### config.mk
export PLATFORM = sky130hd
export DESIGN_NAME = psaf_top
export DESIGN_NICKNAME = d
export VERILOG_FILES = /design/src/rtl/psaf_pkg.sv /design/src/rtl/psaf_decode.sv /design/src/rtl/psaf_gate.sv /design/src/rtl/psaf_alias.sv /design/src/rtl/psaf_notify.sv /design/src/rtl/psaf_top.sv
export SDC_FILE = /design/constraint.sdc
export NUM_CORES = 1
export LEC_CHECK = 0
export ABC_AREA = 1
export BUFFER_PORTS_ARGS = -buffer_cell sky130_fd_sc_hd__buf_4
export CAP_MARGIN = 40
export CORE_UTILIZATION = 42
export DETAILED_ROUTE_END_ITERATION = 8
export SLEW_MARGIN = 20
export SYNTH_ARGS = -nofsm -noshare
export SYNTH_HDL_FRONTEND = slang
export SYNTH_SLANG_ARGS = --single-unit
export TNS_END_PERCENT = 5
### constraint.sdc
create_clock -name clk -period 8.2 [get_ports clk]
set_input_delay 0.82 -clock clk [delete_from_list [all_inputs] [get_ports clk]]
set_output_delay 0.82 -clock clk [all_outputs]
set_load 0.02 [all_outputs]
### src/rtl/psaf_pkg.sv
package psaf_pkg;
  // word offsets
  localparam int OFF_CTRL  = 0;
  localparam int OFF_EVCTL = 1;
  localparam int OFF_NSEN  = 2;
  localparam int OFF_CHK   = 3;
  localparam int OFF_ICLR  = 4;
  localparam int OFF_ISET  = 5;
  localparam int OFF_IFLAG = 6;
  localparam int OFF_DIR   = 8;
  localparam int OFF_DIRC  = 9;
  localparam int OFF_DIRS  = 10;
  localparam int OFF_DIRT  = 11;
  localparam int OFF_OUT   = 12;
  localparam int OFF_OUTC  = 13;
  localparam int OFF_OUTS  = 14;
  localparam int OFF_OUTT  = 15;
  localparam int OFF_IN    = 16;
  localparam int OFF_PCFG  = 17;
  localparam int OFF_PMUX  = 18;

  // alias groups keep WRITE, CLR, SET, TGL in sequence
  typedef enum logic [4:0] {
    R_CTRL, R_EVCTL, R_NSEN, R_CHK, R_ICLR, R_ISET, R_IFLAG,
    R_DIR, R_DIRC, R_DIRS, R_DIRT,
    R_OUT, R_OUTC, R_OUTS, R_OUTT,
    R_IN, R_PCFG, R_PMUX, R_NONE
  } rid_e;

  typedef enum logic [2:0] {CL_SEC, CL_NSEN, CL_OPEN, CL_PIN, CL_NONE} cls_e;

  typedef enum logic [1:0] {AOP_WRITE, AOP_CLR, AOP_SET, AOP_TGL} aop_e;
endpackage

### src/rtl/psaf_decode.sv
module psaf_decode
  import psaf_pkg::*;
#(
  parameter int AW = 5
) (
  input  logic [AW-1:0] addr,
  output rid_e          rid,
  output cls_e          cls
);
  always_comb begin
    case (int'(addr))
      OFF_CTRL:  rid = R_CTRL;
      OFF_EVCTL: rid = R_EVCTL;
      OFF_NSEN:  rid = R_NSEN;
      OFF_CHK:   rid = R_CHK;
      OFF_ICLR:  rid = R_ICLR;
      OFF_ISET:  rid = R_ISET;
      OFF_IFLAG: rid = R_IFLAG;
      OFF_DIR:   rid = R_DIR;
      OFF_DIRC:  rid = R_DIRC;
      OFF_DIRS:  rid = R_DIRS;
      OFF_DIRT:  rid = R_DIRT;
      OFF_OUT:   rid = R_OUT;
      OFF_OUTC:  rid = R_OUTC;
      OFF_OUTS:  rid = R_OUTS;
      OFF_OUTT:  rid = R_OUTT;
      OFF_IN:    rid = R_IN;
      OFF_PCFG:  rid = R_PCFG;
      OFF_PMUX:  rid = R_PMUX;
      default:   rid = R_NONE;
    endcase
  end

  always_comb begin
    case (rid)
      R_CTRL, R_EVCTL:                cls = CL_SEC;
      R_NSEN:                         cls = CL_NSEN;
      R_CHK, R_ICLR, R_ISET, R_IFLAG: cls = CL_OPEN;
      R_NONE:                         cls = CL_NONE;
      default:                        cls = CL_PIN;
    endcase
  end
endmodule

### src/rtl/psaf_gate.sv
module psaf_gate
  import psaf_pkg::*;
#(
  parameter int W = 32
) (
  input  logic         mix_mode,
  input  logic         ns,
  input  cls_e         cls,
  input  logic [W-1:0] nsen,
  output logic [W-1:0] rd_mask,
  output logic [W-1:0] wr_mask,
  output logic         blk_err
);
  always_comb begin
    rd_mask = '1;
    wr_mask = '1;
    blk_err = 1'b0;
    if (cls == CL_NONE) begin
      rd_mask = '0;
      wr_mask = '0;
    end
    if (ns) begin
      if (!mix_mode) begin
        // whole bank refused
        rd_mask = '0;
        wr_mask = '0;
        blk_err = 1'b1;
      end else begin
        case (cls)
          CL_SEC: begin
            rd_mask = '0;
            wr_mask = '0;
          end
          CL_NSEN: wr_mask = '0;
          CL_PIN: begin
            rd_mask = nsen;
            wr_mask = nsen;
          end
          CL_NONE: begin
            rd_mask = '0;
            wr_mask = '0;
          end
          default: ;
        endcase
      end
    end
  end
endmodule

### src/rtl/psaf_alias.sv
module psaf_alias
  import psaf_pkg::*;
#(
  parameter int W = 32
) (
  input  aop_e         op,
  input  logic [W-1:0] cur,
  input  logic [W-1:0] wdm,
  input  logic [W-1:0] wr_mask,
  output logic [W-1:0] nxt
);
  // wdm already carries the per-bit mask
  always_comb begin
    case (op)
      AOP_CLR: nxt = cur & ~wdm;
      AOP_SET: nxt = cur | wdm;
      AOP_TGL: nxt = cur ^ wdm;
      default: nxt = (cur & ~wr_mask) | wdm;
    endcase
  end
endmodule

### src/rtl/psaf_notify.sv
module psaf_notify #(
  parameter int W = 32
) (
  input  logic         clk,
  input  logic         rst_n,
  input  logic         nsen_we,
  input  logic [W-1:0] nsen_old,
  input  logic [W-1:0] nsen_new,
  input  logic [W-1:0] chk,
  input  logic         flag_clr,
  input  logic         ie_set,
  input  logic         ie_clr,
  output logic         flag,
  output logic         ie,
  output logic         irq
);
  logic hit;

  assign hit = nsen_we && (|((nsen_old ^ nsen_new) & chk));

  always_ff @(posedge clk or negedge rst_n) begin
    if (!rst_n) begin
      flag <= 1'b0;
      ie   <= 1'b0;
    end else begin
      if (hit)           flag <= 1'b1;
      else if (flag_clr) flag <= 1'b0;
      if (ie_set)        ie <= 1'b1;
      else if (ie_clr)   ie <= 1'b0;
    end
  end

  assign irq = flag & ie;
endmodule

### src/rtl/psaf_top.sv
module psaf_top
  import psaf_pkg::*;
#(
  parameter int W  = 32,
  parameter int AW = 5
) (
  input  logic          clk,
  input  logic          rst_n,
  input  logic          mix_mode,
  input  logic          bus_sel,
  input  logic          bus_wr,
  input  logic          bus_ns,
  input  logic [AW-1:0] bus_addr,
  input  logic [W-1:0]  bus_wdata,
  output logic [W-1:0]  bus_rdata,
  output logic          bus_err,
  input  logic [W-1:0]  pin_in,
  output logic [W-1:0]  ctrl_o,
  output logic [W-1:0]  evctl_o,
  output logic [W-1:0]  dir_o,
  output logic [W-1:0]  out_o,
  output logic [W-1:0]  pcfg_o,
  output logic [W-1:0]  pmux_o,
  output logic          irq
);
  localparam int NGRP = 2;

  rid_e         rid;
  cls_e         cls;
  logic [W-1:0] rd_mask, wr_mask, wdm, raw;
  logic         blk_err, bus_we;
  logic [W-1:0] ctrl_q, evctl_q, nsen_q, chk_q, pcfg_q, pmux_q, nsen_new;
  logic         nsen_we, flag_w, ie_w;
  logic [W-1:0] grp_q   [NGRP];
  logic [W-1:0] grp_nxt [NGRP];

  psaf_decode #(.AW(AW)) u_dec (.addr(bus_addr), .rid(rid), .cls(cls));

  psaf_gate #(.W(W)) u_gate (
    .mix_mode(mix_mode), .ns(bus_ns), .cls(cls), .nsen(nsen_q),
    .rd_mask(rd_mask), .wr_mask(wr_mask), .blk_err(blk_err)
  );

  assign bus_we   = bus_sel & bus_wr;
  assign wdm      = bus_wdata & wr_mask;
  assign nsen_new = (nsen_q & ~wr_mask) | wdm;
  assign nsen_we  = bus_we && (rid == R_NSEN);

  // direction and output groups, each with four aliases
  for (genvar g = 0; g < NGRP; g++) begin : g_grp
    localparam rid_e BASE = (g == 0) ? R_DIR : R_OUT;
    int           k;
    logic         hit;
    aop_e         op;
    logic [W-1:0] r;

    always_comb begin
      k   = int'(rid) - int'(BASE);
      hit = bus_we && (k >= 0) && (k <= 3);
      op  = aop_e'(k[1:0]);
    end

    psaf_alias #(.W(W)) u_alias (
      .op(op), .cur(r), .wdm(wdm), .wr_mask(wr_mask), .nxt(grp_nxt[g])
    );

    always_ff @(posedge clk or negedge rst_n) begin
      if (!rst_n)   r <= '0;
      else if (hit) r <= grp_nxt[g];
    end

    assign grp_q[g] = r;
  end

  always_ff @(posedge clk or negedge rst_n) begin
    if (!rst_n) begin
      ctrl_q  <= '0;
      evctl_q <= '0;
      nsen_q  <= '0;
      chk_q   <= '0;
      pcfg_q  <= '0;
      pmux_q  <= '0;
    end else if (bus_we) begin
      case (rid)
        R_CTRL:  ctrl_q  <= (ctrl_q  & ~wr_mask) | wdm;
        R_EVCTL: evctl_q <= (evctl_q & ~wr_mask) | wdm;
        R_NSEN:  nsen_q  <= nsen_new;
        R_CHK:   chk_q   <= (chk_q   & ~wr_mask) | wdm;
        R_PCFG:  pcfg_q  <= (pcfg_q  & ~wr_mask) | wdm;
        R_PMUX:  pmux_q  <= (pmux_q  & ~wr_mask) | wdm;
        default: ;
      endcase
    end
  end

  psaf_notify #(.W(W)) u_note (
    .clk(clk), .rst_n(rst_n),
    .nsen_we(nsen_we), .nsen_old(nsen_q), .nsen_new(nsen_new), .chk(chk_q),
    .flag_clr(bus_we && (rid == R_IFLAG) && wdm[0]),
    .ie_set(bus_we && (rid == R_ISET) && wdm[0]),
    .ie_clr(bus_we && (rid == R_ICLR) && wdm[0]),
    .flag(flag_w), .ie(ie_w), .irq(irq)
  );

  always_comb begin
    raw = '0;
    case (rid)
      R_CTRL:                       raw = ctrl_q;
      R_EVCTL:                      raw = evctl_q;
      R_NSEN:                       raw = nsen_q;
      R_CHK:                        raw = chk_q;
      R_ICLR, R_ISET:               raw[0] = ie_w;
      R_IFLAG:                      raw[0] = flag_w;
      R_DIR, R_DIRC, R_DIRS, R_DIRT: raw = grp_q[0];
      R_OUT, R_OUTC, R_OUTS, R_OUTT: raw = grp_q[1];
      R_IN:                         raw = pin_in;
      R_PCFG:                       raw = pcfg_q;
      R_PMUX:                       raw = pmux_q;
      default:                      raw = '0;
    endcase
  end

  assign bus_rdata = bus_sel ? (raw & rd_mask) : '0;
  assign bus_err   = bus_sel & blk_err;
  assign ctrl_o    = ctrl_q;
  assign evctl_o   = evctl_q;
  assign dir_o     = grp_q[0];
  assign out_o     = grp_q[1];
  assign pcfg_o    = pcfg_q;
  assign pmux_o    = pmux_q;
endmodule

==> results.tsv, run 1 <==
stage	metric	value	unit
power	NetSw	1.95	mW
critical_path	CP cell instances	buf_4, inv_1, ha_1, inv_1, nand2_1, nand3_1, nand2_2, buf_16, a21oi_2, nand2_2, nand3_2, nand2_4, nand3_1, nand2_1, buf_4, a21oi_1, nor3b_1, buf_4	
sta	Clock Skew	8.42	ps
cts	clk buf depth	3	
drt	Initial DRC Count	1472	
critical_path	critical path type	input port to primary output	
critical_path	CP endpoint kind	primary output	
yosys	Syn Nets	2339	
sta	Worst-Margin Slew	990	ps
cts	Reg clk slew, reported paths	50	ps
critical_path	largest fanout on the critical path	22	
critical_path	Worst path max stage delay	660	ps
place	Placed Area	19000	um2
sta	RSZ-0062 raised after global routing	false	
sta	hold slack	361	ps
sta	final worst path period need	5650	ps
yosys	FF+latch count, synth	258	
floorplan	Die H	199	um
power	clock power share	0.290	
floorplan	initial core utilization	0.429	
yosys	syn avg cell area	7.40	um2
critical_path	reg2reg start	nsen_q[30]	
power	Pint	3.08	mW
sta	Final Max Tran Viols	0	
power	Leak	9.55	nW
final_layout	post-layout util	0.532	
critical_path	Startpoint Class	input port	
power	Logic pwr share	0.334	
cts	CTS tree	done	
yosys	Yosys top cell area share	0.398	
cts	clk sink count	258	
drt	Routed Wire Length	63300	um
final_layout	Area Overhead vs Synth	24.1	%
drt	# DRC	0	
yosys	Area contributors post-synth	dfrtp_1, nand2_1, o21ai_0	
min_path	HP Class	input port to asynchronous set/reset pin	
status	status	finished, final reports clean	
critical_path	CP most frequent cell	buf_4	
floorplan	row count	71	
floorplan	die width	199	um
drt	Vias	16800	
sta	max frequency	177	MHz
global_route	Total Routing Usage GR	0.321	
yosys	synthesized cell area	16200	um2
cts	cts bufs inserted	31	
power	Power Density	249	nW/um2
place	dpl hpwl	42900	um
yosys	EDFF count, synth	0	
critical_path	Reg2Reg Depth	8	
final_layout	layout cells sized above 1	0.184	
critical_path	cell family with the largest share of critical-path delay	simple AND/OR/NAND/NOR gates	
sta	slack of the critical path	2550	ps
cts	clk_lat worst skew	580	ps
cts	Setup Fix Bufs, Post-CTS	0	
yosys	Synth Warn #	0	
drt	Vias per Instance	5.64	
floorplan	I/O pin total	301	
cts	clk root buf	clkbuf_16	
critical_path	critical path data arrival time	4830	ps
global_route	initial antenna violation count	2	
yosys	most frequent cell after synthesis	nand2_1	
floorplan	Floorplan Core Area	37800	um2
drt	DRT Pass-1 Iters	6	
yosys	Async S/R FF share, synth	1.00	
yosys	sequential share of the synthesized area	0.398	
place	PortBufs	300	
sta	setup TNS	0	ps
global_route	largest net degree at the start of global routing	120	
run	maxcap violations	0	
cts	hold_buf cts	0	
sta	setup violators final	0	
cts	cts repair resizes	0	
final_layout	fill cell count	3660	
yosys	Primary FF master, synth	dfrtp_1	
power	switching share of power	0.388	
global_route	first-pass GRT wire length	96200	um
cts	H-Tree Depth	1	
global_route	grt total ovfl	0	
yosys	most frequent cells after synthesis	nand2_1, o21ai_0, dfrtp_1	
place	RePlAce Congestion	0.871	
power	worst vdd ir	0.166	mV
final_layout	Layout Nets	2591	
floorplan	Die ar.	39400	um2
final_layout	post-route cell area	20100	um2
critical_path	Critical path buffers and inverters	6	
critical_path	slowest CP cell	nand2_1	
power	Seq pwr share	0.376	
drt	ANT nets after route	0	
sta	Tcrit/Tclk final	0.689	
sta	Final Hold Vio Count	0	
yosys	cells after synthesis	2194	
yosys	Netlist cell types	44	
place	Place WS	2300	ps
drt	average wire per standard cell	21.2	um
critical_path	Reg2Reg Setup Slack	6240	ps
global_route	vias in the first global route	16300	
sta	slew margin rel.	0.340	
critical_path	data required time of the worst path	7380	ps
yosys	largest area contributor in the netlist	dfrtp_1	
## through the flow
step	std cells	power [mW]
floorplan	2194	2.80
global placement	2912	3.52
detailed placement	2921	3.57
CTS	2977	5.03
global route	2981	5.31
finish	2982	5.02
## power by group through the flow
stage	Sequential [mW]	Clock (mW)	Combinational, mW
floorplan	2.03	0	0.774
global placement	1.90	0	1.62
detailed placement	1.90	0	1.67
CTS	1.88	1.47	1.68
global route	1.92	1.52	1.87
finish	1.89	1.46	1.68
## cell usage in the layout, fill, tap and decap left out, types with 11 or more instances in the layout
cell type	n
o21ai_1	100
a211oi_1	18
nor3b_1	17
nand2_2	13
nand2_1	593
clkbuf_16	31
dfrtp_1	258
inv_1	248
nor2_4	14
a221oi_1	24
ha_1	70
o211ai_1	63
o21ai_0	299
o2111ai_1	35
nor2_1	67
a21oi_1	67
buf_4	319
a22o_1	11
o31ai_1	31
nand3_1	91
inv_2	22
## logic make-up after synthesis
family                     share of synthesized area
DFF                                            0.398
adders and majority gates                     0.0539
AOI/OAI and AO/OA                              0.237
and+or+nand+nor                                0.215
buffers and inverters                         0.0956
muxes                                       0.000693
## per-layer routing
layer / vias to the layer above / share of wire / GRT usage
met1: 8071 / 0.43 / 0.430
met5: - / 0 / 0
met4: 0 / 0.035 / 0.121
met3: 132 / 0.082 / 0.0585
met2: 735 / 0.46 / 0.516
li1: 7890 / - / -
## area by class of cell
cell class	count	area [um2]	share of cell area
well taps	511	639	0.0317
multi-input cells	1548	8280	0.411
inverters	275	1040	0.0514
clock buffers	43	891	0.0442
clock inverters	13	174	0.00863
repair buffers	332	2660	0.132
flip-flops and latches	258	6460	0.320
diodes	2	5.00	0.000248
## worst max path at each step
| stage | depth (start not counted) | end | from | slack (ps) |
|---|---|---|---|---|
| after floorplan | 18 | bus_rdata[18] | bus_addr[0] | 3990 |
| after detailed placement | 18 | bus_rdata[2] | bus_addr[1] | 2300 |
| final | 18 | bus_rdata[2] | bus_addr[0] | 2550 |
| after global routing | 18 | bus_rdata[2] | bus_addr[0] | 2370 |
| after CTS | 18 | bus_rdata[2] | bus_addr[1] | 2290 |
| after global placement | 18 | bus_rdata[8] | bus_addr[0] | 2310 |
## worst register-to-register path: stages, from the launching register on
cell and delay, ps:
dfrtp_1 360, nand3_1 110, nand3_1 150, nand2_2 100, clkinv_2 170, nand3_4 380, buf_12 350, nand2_1 90
o21ai_0 90
No activity file was read; power rests on OpenSTA's default activity.
==> inputs of run 2 (changes only) <==
clock period = 5.2 ns   (was 8.2 ns; I/O delays follow)
==> run 2 against run 1 <==
Routed wire length is 1.1% lower. Largest power group unchanged. Core utilization shrank 0.15 points. Clock skew up 3.7 ps. Sequential power increased by 57%. Highest routed layer is now met5. Largest cell class unchanged. Hold slack worse by 320 ps. Critical endpoint is now bus_rdata[24]. Global-route usage shrank 0.70 points. Sequential share of layout area is 0.090 points higher. Worst setup slack worse by 2000 ps. Design area is 0.28% lower. First-iteration DRC count fell by 2.6%.
==> results.tsv, run 2 (synthesis results as in run 1) <==
stage	metric	value	unit	change
critical_path	r2r endpoint	dir_o[5]		
power	Leak	9.54	nW	about the same
sta	final worst path period need	4650	ps	
critical_path	Reg2Reg Setup Slack	3260	ps	-2980 ps
status	status	finished, final reports clean		
floorplan	row count	71		unchanged
sta	setup TNS	0	ps	unchanged
final_layout	multi-input gate area in the final layout	8280	um2	unchanged
final_layout	layout cells sized above 1	0.186		+0.00246
global_route	largest net degree at the start of global routing	118		-1.7%
floorplan	die width	199	um	unchanged
critical_path	CP Launch Point	bus_addr[1]		
power	worst vdd ir	0.275	mV	+66%
sta	setup violators final	0		unchanged
global_route	initial antenna violation count	3		+1
final_layout	Reg area	6460	um2	unchanged
final_layout	fill cell count	3686		+0.71%
cts	Reg clk slew, reported paths	60	ps	about the same
sta	Final Max Tran Viols	0		unchanged
cts	cts repair resizes	0		unchanged
global_route	grt total ovfl	0		unchanged
place	Place WS	675	ps	-1630 ps
cts	Setup Fix Bufs, Post-CTS	0		unchanged
run	maxcap violations	0		unchanged
drt	Vias	16800		-0.40%
sta	slew margin rel.	0.347		+0.00729
cts	H-Tree Depth	1		unchanged
drt	DRT Pass-1 Iters	5		-1
critical_path	Reg2Reg Depth	9		+1
drt	Initial DRC Count	1434		-2.6%
sta	Clock Skew	12.1	ps	+3.68 ps
cts	cts bufs inserted	30		-3.2%
drt	average wire per standard cell	21.0	um	-1.2%
cts	clk buf depth	3		unchanged
global_route	first-pass GRT wire length	94500	um	-1.7%
min_path	HP Class	input port to asynchronous set/reset pin		
drt	ANT nets after route	0		unchanged
place	RePlAce Congestion	0.886		+1.7%
global_route	vias in the first global route	16000		-2.3%
drt	# DRC	0		unchanged
sta	Worst-Margin Slew	979	ps	-10.9 ps
final_layout	Layout Nets	2599		+0.31%
global_route	Total Routing Usage GR	0.314		-0.00696
final_layout	leading cell type in the layout, fill and taps excluded	nand2_1		
floorplan	Floorplan Core Area	37800	um2	unchanged
critical_path	critical path data arrival time	4130	ps	-700 ps
place	dpl hpwl	42900	um	about the same
power	Power Density	386	nW/um2	+55%
sta	slack of the critical path	553	ps	-2000 ps
floorplan	Die H	199	um	unchanged
drt	Routed Wire Length	62600	um	-1.1%
cts	CTS tree	done		
sta	max frequency	215	MHz	
floorplan	initial core utilization	0.429		unchanged
sta	Final Hold Vio Count	0		unchanged
critical_path	Startpoint Class	input port		
cts	clk sink count	258		unchanged
floorplan	I/O pin total	301		unchanged
cts	hold_buf cts	0		unchanged
sta	Tcrit/Tclk final	0.894		
place	PortBufs	300		unchanged
critical_path	CP endpoint kind	primary output		
cts	clk_lat worst skew	570	ps	about the same
cts	clk root buf	clkbuf_16		
critical_path	crit path to	bus_rdata[24]		
critical_path	largest fanout on the critical path	27		+23%
final_layout	most frequent cells in the layout	nand2_1, buf_4, o21ai_0		
critical_path	data required time of the worst path	4680	ps	-2700 ps
critical_path	critical path type	input port to primary output		
final_layout	Area Overhead vs Synth	23.7	%	
sta	RSZ-0062 raised after global routing	false		
critical_path	reg2reg start	nsen_q[5]		
floorplan	Die ar.	39400	um2	unchanged
drt	Vias per Instance	5.61		-0.53%
[run 2: worst min path at each step]
| stage | end | slack (ps) | depth (start not counted) |
|---|---|---|---|
| 2_1_floorplan | asynchronous set/reset pin | 220 | 0 |
| 3_3_place_gp | flop | 480 | 2 |
| 3_5_place_dp | flop | 500 | 2 |
| 4_1_cts | dir_o[2] | 110 | 1 |
| 5_1_grt | asynchronous set/reset pin | 140 | 1 |
| 6_report | asynchronous set/reset pin | 40 | 1 |
[run 2: layer usage]
layer / track usage / up-vias / wire (um)
met2: 0.508 / 700 / 28800
met4: 0.115 / 4 / 2090
li1: - / 7928 / -
met5: 0 / - / 31
met3: 0.0541 / 133 / 4640
met1: 0.421 / 7996 / 27100
[run 2: area by class of cell]
type                       instances  share of cell area
inverter                         275              0.0516
clock inverter                     9             0.00374
clock buffer                      43              0.0453
multi-input combinational       1548               0.412
sequential                       258               0.321
timing repair buffer             341               0.134
tap                              511              0.0318
antenna                            1            0.000125
[run 2: worst max-delay path, cell delays in order]
cell and delay (ps):
buf_4 130, inv_1 100, ha_1 160, nand2_1 50
nand3_1 80, nand2_1 110, nand2_2 390, buf_4 350
nand2_1 100, nor2_1 280, nand2_1 400, inv_2 150
buf_4 480, nand2_1 110, o2111ai_1 120, a211oi_1 70
nor3b_1 310, buf_4 210
[run 2: where the power goes]
| group | switching (mW) | internal [mW] | total [mW] |
|---|---|---|---|
| Sequential | 0.535 | 2.44 | 2.97 |
| Combinational | 1.62 | 1.03 | 2.65 |
| Clock | 0.880 | 1.25 | 2.13 |
[run 2: stage by stage]
step	hold WS, ps	total power, mW	util	area [um2]	instances
after detailed placement	498	5.64	0.504	19100	2931
after global placement	484	5.55	0.502	19000	2929
after CTS	107	7.78	0.530	20000	2983
final	39.6	7.76	0.531	20100	2986
after floorplan	224	4.42	-	16200	2194
after global routing	137	8.20	0.531	20100	2985
